--- config.mk ---
export PLATFORM = sky130hd
export DESIGN_NAME = pciirq_router
export DESIGN_NICKNAME = d
export VERILOG_FILES = /design/src/rtl/pciirq_pkg.sv /design/src/rtl/pciirq_swizzle.sv /design/src/rtl/pciirq_trigger.sv /design/src/rtl/pciirq_router.sv
export SDC_FILE = /design/constraint.sdc
export NUM_CORES = 1
export LEC_CHECK = 0
export ABC_AREA = 1
export CAP_MARGIN = 0
export CORE_ASPECT_RATIO = 0.8
export CORE_MARGIN = 2
export CORE_UTILIZATION = 30
export DETAILED_ROUTE_END_ITERATION = 16
export PLACE_DENSITY = 0.67
export SYNTH_ARGS = -nofsm -noshare
export SYNTH_HDL_FRONTEND = slang
export SYNTH_SLANG_ARGS = --single-unit
--- constraint.sdc ---
create_clock -name clk -period 2.3 [get_ports clk]
set_clock_uncertainty 0.2 [all_clocks]
set_input_delay 0.345 -clock clk [delete_from_list [all_inputs] [get_ports clk]]
set_output_delay 0.345 -clock clk [all_outputs]
set_load 0.1 [all_outputs]
--- src/rtl/pciirq_pkg.sv ---
package pciirq_pkg;

  // Width of an INTx pin number (INTA..INTD).
  localparam int PIN_W = 2;

  // Slots with fixed routing.
  localparam int SLOT_SOUTH  = 5;
  localparam int SLOT_VIDEO  = 6;
  localparam int SLOT_NET    = 7;
  localparam int SLOT_EXP_LO = 8;
  localparam int SLOT_EXP_HI = 12;

  // Offsets above the interrupt base for each routed group.
  localparam int OFS_VIDEO = 4;
  localparam int OFS_NET   = 5;
  localparam int OFS_EXP   = 6;

endpackage

--- src/rtl/pciirq_swizzle.sv ---
module pciirq_swizzle
  import pciirq_pkg::*;
#(
  parameter int SLOT_W   = 5,
  parameter int NUM_W    = 8,
  parameter int IRQ_BASE = 32
) (
  input  logic              clk,
  input  logic              rst,
  input  logic              req_valid_i,
  input  logic [SLOT_W-1:0] req_slot_i,
  input  logic [PIN_W-1:0]  req_pin_i,
  output logic              map_valid_o,
  output logic [NUM_W-1:0]  map_num_o
);

  localparam logic [NUM_W-1:0] BASE_N   = NUM_W'(IRQ_BASE);
  localparam logic [NUM_W-1:0] EXP_LO_N = NUM_W'(SLOT_EXP_LO);

  logic [NUM_W-1:0] slot_ext;
  logic [NUM_W-1:0] pin_ext;
  logic [NUM_W-1:0] num_c;
  logic             is_exp;

  always_comb begin
    slot_ext = NUM_W'(req_slot_i);
    pin_ext  = NUM_W'(req_pin_i[1:0]);
    is_exp   = (slot_ext >= EXP_LO_N) && (slot_ext <= NUM_W'(SLOT_EXP_HI));
    if (slot_ext == NUM_W'(SLOT_SOUTH)) begin
      num_c = BASE_N + pin_ext;
    end else if (slot_ext == NUM_W'(SLOT_VIDEO)) begin
      num_c = BASE_N + NUM_W'(OFS_VIDEO);
    end else if (slot_ext == NUM_W'(SLOT_NET)) begin
      num_c = BASE_N + NUM_W'(OFS_NET);
    end else if (is_exp) begin
      num_c = BASE_N + NUM_W'(OFS_EXP) + (slot_ext - EXP_LO_N) + pin_ext;
    end else begin
      num_c = pin_ext;
    end
  end

  always_ff @(posedge clk) begin
    if (rst) begin
      map_valid_o <= 1'b0;
      map_num_o   <= '0;
    end else begin
      map_valid_o <= req_valid_i;
      if (req_valid_i) begin
        map_num_o <= num_c;
      end
    end
  end

endmodule

--- src/rtl/pciirq_trigger.sv ---
module pciirq_trigger #(
  parameter int NUM_W    = 8,
  parameter int IRQ_BASE = 32,
  parameter int SRC_N    = 32
) (
  input  logic             clk,
  input  logic             rst,
  input  logic             map_valid_i,
  input  logic [NUM_W-1:0] map_num_i,
  input  logic [SRC_N-1:0] edge_mask_i,
  input  logic [SRC_N-1:0] pol_mask_i,
  output logic             cpu_irq_o
);

  localparam int IDX_W = (SRC_N > 1) ? $clog2(SRC_N) : 1;

  logic [NUM_W-1:0] offset;
  logic [IDX_W-1:0] idx;
  logic             in_range;
  logic             pulse_q;

  always_comb begin
    offset   = map_num_i - NUM_W'(IRQ_BASE);
    in_range = (map_num_i >= NUM_W'(IRQ_BASE)) && (offset < NUM_W'(SRC_N));
    idx      = IDX_W'(offset);
  end

  always_ff @(posedge clk) begin
    if (rst) begin
      cpu_irq_o <= 1'b0;
      pulse_q   <= 1'b0;
    end else if (map_valid_i && in_range) begin
      if (edge_mask_i[idx]) begin
        cpu_irq_o <= 1'b1;
        pulse_q   <= 1'b1;
      end else begin
        cpu_irq_o <= pol_mask_i[idx];
        pulse_q   <= 1'b0;
      end
    end else if (pulse_q) begin
      cpu_irq_o <= 1'b0;
      pulse_q   <= 1'b0;
    end
  end

endmodule

--- src/rtl/pciirq_router.sv ---
module pciirq_router
  import pciirq_pkg::*;
#(
  parameter int SLOT_W   = 5,
  parameter int NUM_W    = 8,
  parameter int IRQ_BASE = 32,
  parameter int SRC_N    = 32
) (
  input  logic              clk,
  input  logic              rst,
  input  logic              req_valid_i,
  input  logic [SLOT_W-1:0] req_slot_i,
  input  logic [PIN_W-1:0]  req_pin_i,
  input  logic [SRC_N-1:0]  edge_mask_i,
  input  logic [SRC_N-1:0]  pol_mask_i,
  output logic              map_valid_o,
  output logic [NUM_W-1:0]  map_num_o,
  output logic              cpu_irq_o
);

  logic             swz_valid;
  logic [NUM_W-1:0] swz_num;

  pciirq_swizzle #(
    .SLOT_W  (SLOT_W),
    .NUM_W   (NUM_W),
    .IRQ_BASE(IRQ_BASE)
  ) u_swizzle (
    .clk        (clk),
    .rst        (rst),
    .req_valid_i(req_valid_i),
    .req_slot_i (req_slot_i),
    .req_pin_i  (req_pin_i),
    .map_valid_o(swz_valid),
    .map_num_o  (swz_num)
  );

  pciirq_trigger #(
    .NUM_W   (NUM_W),
    .IRQ_BASE(IRQ_BASE),
    .SRC_N   (SRC_N)
  ) u_trigger (
    .clk        (clk),
    .rst        (rst),
    .map_valid_i(swz_valid),
    .map_num_i  (swz_num),
    .edge_mask_i(edge_mask_i),
    .pol_mask_i (pol_mask_i),
    .cpu_irq_o  (cpu_irq_o)
  );

  assign map_valid_o = swz_valid;
  assign map_num_o   = swz_num;

endmodule

==> run summary, run 1 <==
result of the run -> complete, no violations
arithmetic-cell share of the synthesized area counting full adders, half adders and majority gates -> 10.5%
met3 GRT Util -> 4.46%
number of warnings reported in the yosys synthesis log -> 0
Netlist cell types -> 29
RePlAce Congestion -> 0.811
setup repair after global routing missed its margin -> false
vertical die dimension -> 64.8 um
start point of the critical path -> req_pin_i[1]
category of the worst setup path capture point -> flip-flop
post-synthesis xor/xnor area fraction -> 0.632%
Post-Synthesis Net Count -> 329
max-cap check violation count -> 0
WHS -> 0.308 ns
First DRT Iteration DRCs -> 72
library cell with the largest summed area after synthesis -> nand2_1
Seq cells post-synth -> 10
most heavily used metal layer in global routing -> met2
clock root buffer -> clkbuf_8
Hold Path Stages -> 2
number of detailed-route iterations in the first pass -> 4
Reg2Reg Depth -> 8
sink of the worst hold path -> u_swizzle.map_num_o[6]
drt total wl -> 4480 um
maximum clock rate -> 449 MHz
ports placed on the boundary -> 84
met1 routing resource usage after global routing -> 23.6%
minimum clock period after layout -> 2.22 ns
fill count -> 463
worst ir drop on vdd -> 266 uV
CTS sink cnt -> 10
overflow left after global routing -> 0
clock-pin slew reported for the worst setup and hold paths after clock tree synthesis -> 0.05 ns
worst setup path class -> in2reg
antenna violations before repair -> 0
classification of the worst-slack hold path -> reg2reg
complex-gate fraction of the synthesized area -> 11.8%
arrival time of data at the critical path endpoint -> 2.14 ns
final core occ -> 51.7%
Total GRT Usage -> 17.1%
post-DR wirelength/cell -> 11.6 um
pwr/cell area -> 372 nW/um^2
Hold Violations, Final -> 0
dominant combinational cell family by area after synthesis -> simple AND/OR/NAND/NOR gates
via count of the first global-routing pass -> 1635
area of all placed cells without fillers -> 2330 sq um
area of the core -> 4510 sq um
via/cell ratio -> 4.64
global-route wire length before repair -> 7240 um
Post-CTS Hold Buffers -> 0
buffers from clock root to sink, at most -> 2
required time reported for the critical path endpoint -> 2.21 ns
clock buffers created by TritonCTS -> 3
initial standard-cell utilization of the core -> 30.7%
final setup vio count -> 0
remaining antenna violation count after routing -> 0
largest net degree at the start of global routing -> 33
met2 Usage GRT -> 27.1%
post-synthesis simple-gate area fraction -> 48.7%
final routed DRC violation total -> 0
slack of the critical path -> 0.0752 ns
Cell Area, Synth -> 1390 sq um
layout-stage area growth over the synthesis result -> 68.5%
type of origin of the critical path -> input pin
register-to-register path setup slack -> 0.59 ns
pre-CTS worst setup slack -> -0.380 ns
ratio of final minimum period to clock period -> 96.7%
worst reg2reg endpoint -> u_trigger.cpu_irq_o
detailed placer's ending HPWL -> 3610 um
leakage power -> 1.06 nW
syn_area_per_cell -> 5.68 sq um
sum of negative setup slack -> 0 ns
number of nets at the end of the flow -> 411
fraction of layout instances using a drive strength above 1 -> 10.8%
insertion delay of the later-clocked pin in the worst-skew pair -> 0.23 ns
origin of the critical flop-to-flop path -> u_swizzle.map_num_o[1]
clock tree from TritonCTS -> built
detailed-route via count -> 1785
area share of the largest cell type after synthesis -> 25.5%
area of placed instances -> 2250 sq um
horizontal extent of the die -> 80.0 um
Core Rows -> 22
cell types with the largest area share after synthesis -> nand2_1 (25%), dfxtp_1 (14%), nand3_1 (14%)
highest net fanout along the worst path -> 2
mux cell area share after synthesis -> 0%
portion of the post-synthesis area used by sequential elements -> 14.5%
number of antenna cells inserted -> 0
Die Area -> 5180 sq um
Port Buffers -> 82
max-slew violation count -> 0
H-tree lvl count -> 1
Cells after Synth -> 244
worst hold start -> u_swizzle.map_num_o[6]
## report_power, final
group          leakage [nW]  internal [W]  switching (W)
Combinational         0.947      0.000221       0.000239
Sequential           0.0818      0.000183      0.0000125
Clock                0.0288      0.000150      0.0000630
Total                  1.06      0.000554       0.000315
## state kept, by name, summed over array words and instances, names as in the netlist
signal                 count
u_swizzle.map_num_o        7
u_swizzle.map_valid_o      1
u_trigger.cpu_irq_o        1
u_trigger.pulse_q          1
## cell usage after synthesis
cell type and number:
o211ai_1 2, or2_2 2, ha_1 10, dfxtp_1 10, buf_4 3, o31ai_1 2, nand2_1 94, nand3b_1 2
nor2_2 2, inv_6 1, a32oi_1 1, nor2_1 16, nand3_1 39, nor3_1 2, xnor2_1 1, o21a_1 1
fa_1 1, o21ai_1 3, nand4_1 1, buf_2 3, a31oi_1 2, inv_2 1, o21ai_0 7, a21oi_1 11
buf_6 6, inv_1 18, conb_1 1, nand3_2 1, clkbuf_1 1
## timing repair
item,4_1_cts,5_1_grt
gates resized for setup,7,3
endpoints found under the setup margin,2,2
setup buffers,0,0
pin swaps,4,3
## per-layer routing
metal,vias to the layer above,share of wire [%]
li1,953,-
met1,764,48
met2,66,40
met3,2,11
met4,0,0.54
met5,-,0
## cells by family (layout without fill, tap and decap cells)
kind of cell             count (synthesis)  count (layout)
AND/OR/NAND/NOR                        159             159
buffers and inverters                   33             114
adder cells (fa/ha/maj)                 11              11
flip-flops                              10              10
other                                    1               1
XOR/XNOR                                 1               1
AO/OA/AOI/OAI                           29              29
## layout make-up
class / instances / area, sq um / area share, %
sequential: 10 / 200 / 8.58
clock buffer: 4 / 55.1 / 2.36
multi-input combinational: 201 / 1030 / 44.1
tap: 60 / 75.1 / 3.22
inverter: 20 / 80.1 / 3.43
timing repair buffer: 90 / 895 / 38.3
## cells in the final DEF (no fill, tap or decap), drive strengths merged, types with 4 or more instances in the layout
cell,n
nand2,94
clkdlybuf4s50,72
nand3,40
inv,20
nor2,18
buf,17
a21oi,11
dfxtp,10
ha,10
o21ai,10
clkbuf,4
## critical path: stages
cell and delay (ns):
clkdlybuf4s50_1 0.47, inv_2 0.05, ha_4 0.25, inv_2 0.04
ha_4 0.15, fa_2 0.35, or2_4 0.25, a32oi_1 0.18
nor2_1 0.05
## how the worst max path moves through the flow
stage	endpoint	slack, ns
after floorplan	u_trigger.cpu_irq_o	0.06
after global placement	u_swizzle.map_num_o[3]	-0.34
after detailed placement	u_swizzle.map_num_o[3]	-0.38
after CTS	u_swizzle.map_num_o[3]	0.04
after global routing	u_swizzle.map_num_o[3]	0.008
final	u_swizzle.map_num_o[3]	0.08
## per-stage QoR
step / total power (W) / std cells
after detailed placement: 0.000652 / 381
after CTS: 0.000873 / 385
final: 0.000868 / 385
after floorplan: 0.000465 / 244
after global routing: 0.000937 / 385
after global placement: 0.000650 / 381
(Power assumes the default switching activity.)
==> run 2, diff against run 1 <==
--- a/config.mk
+++ b/config.mk
@@ -10,6 +10,7 @@
 export CORE_ASPECT_RATIO = 0.8
 export CORE_MARGIN = 2
 export CORE_UTILIZATION = 30
+export CTS_CLUSTER_SIZE = 40
 export DETAILED_ROUTE_END_ITERATION = 16
 export PLACE_DENSITY = 0.67
 export SYNTH_ARGS = -nofsm -noshare
==> results of run 2 <==
No change in the layout: final DEF, timing and power equal those of run 1.
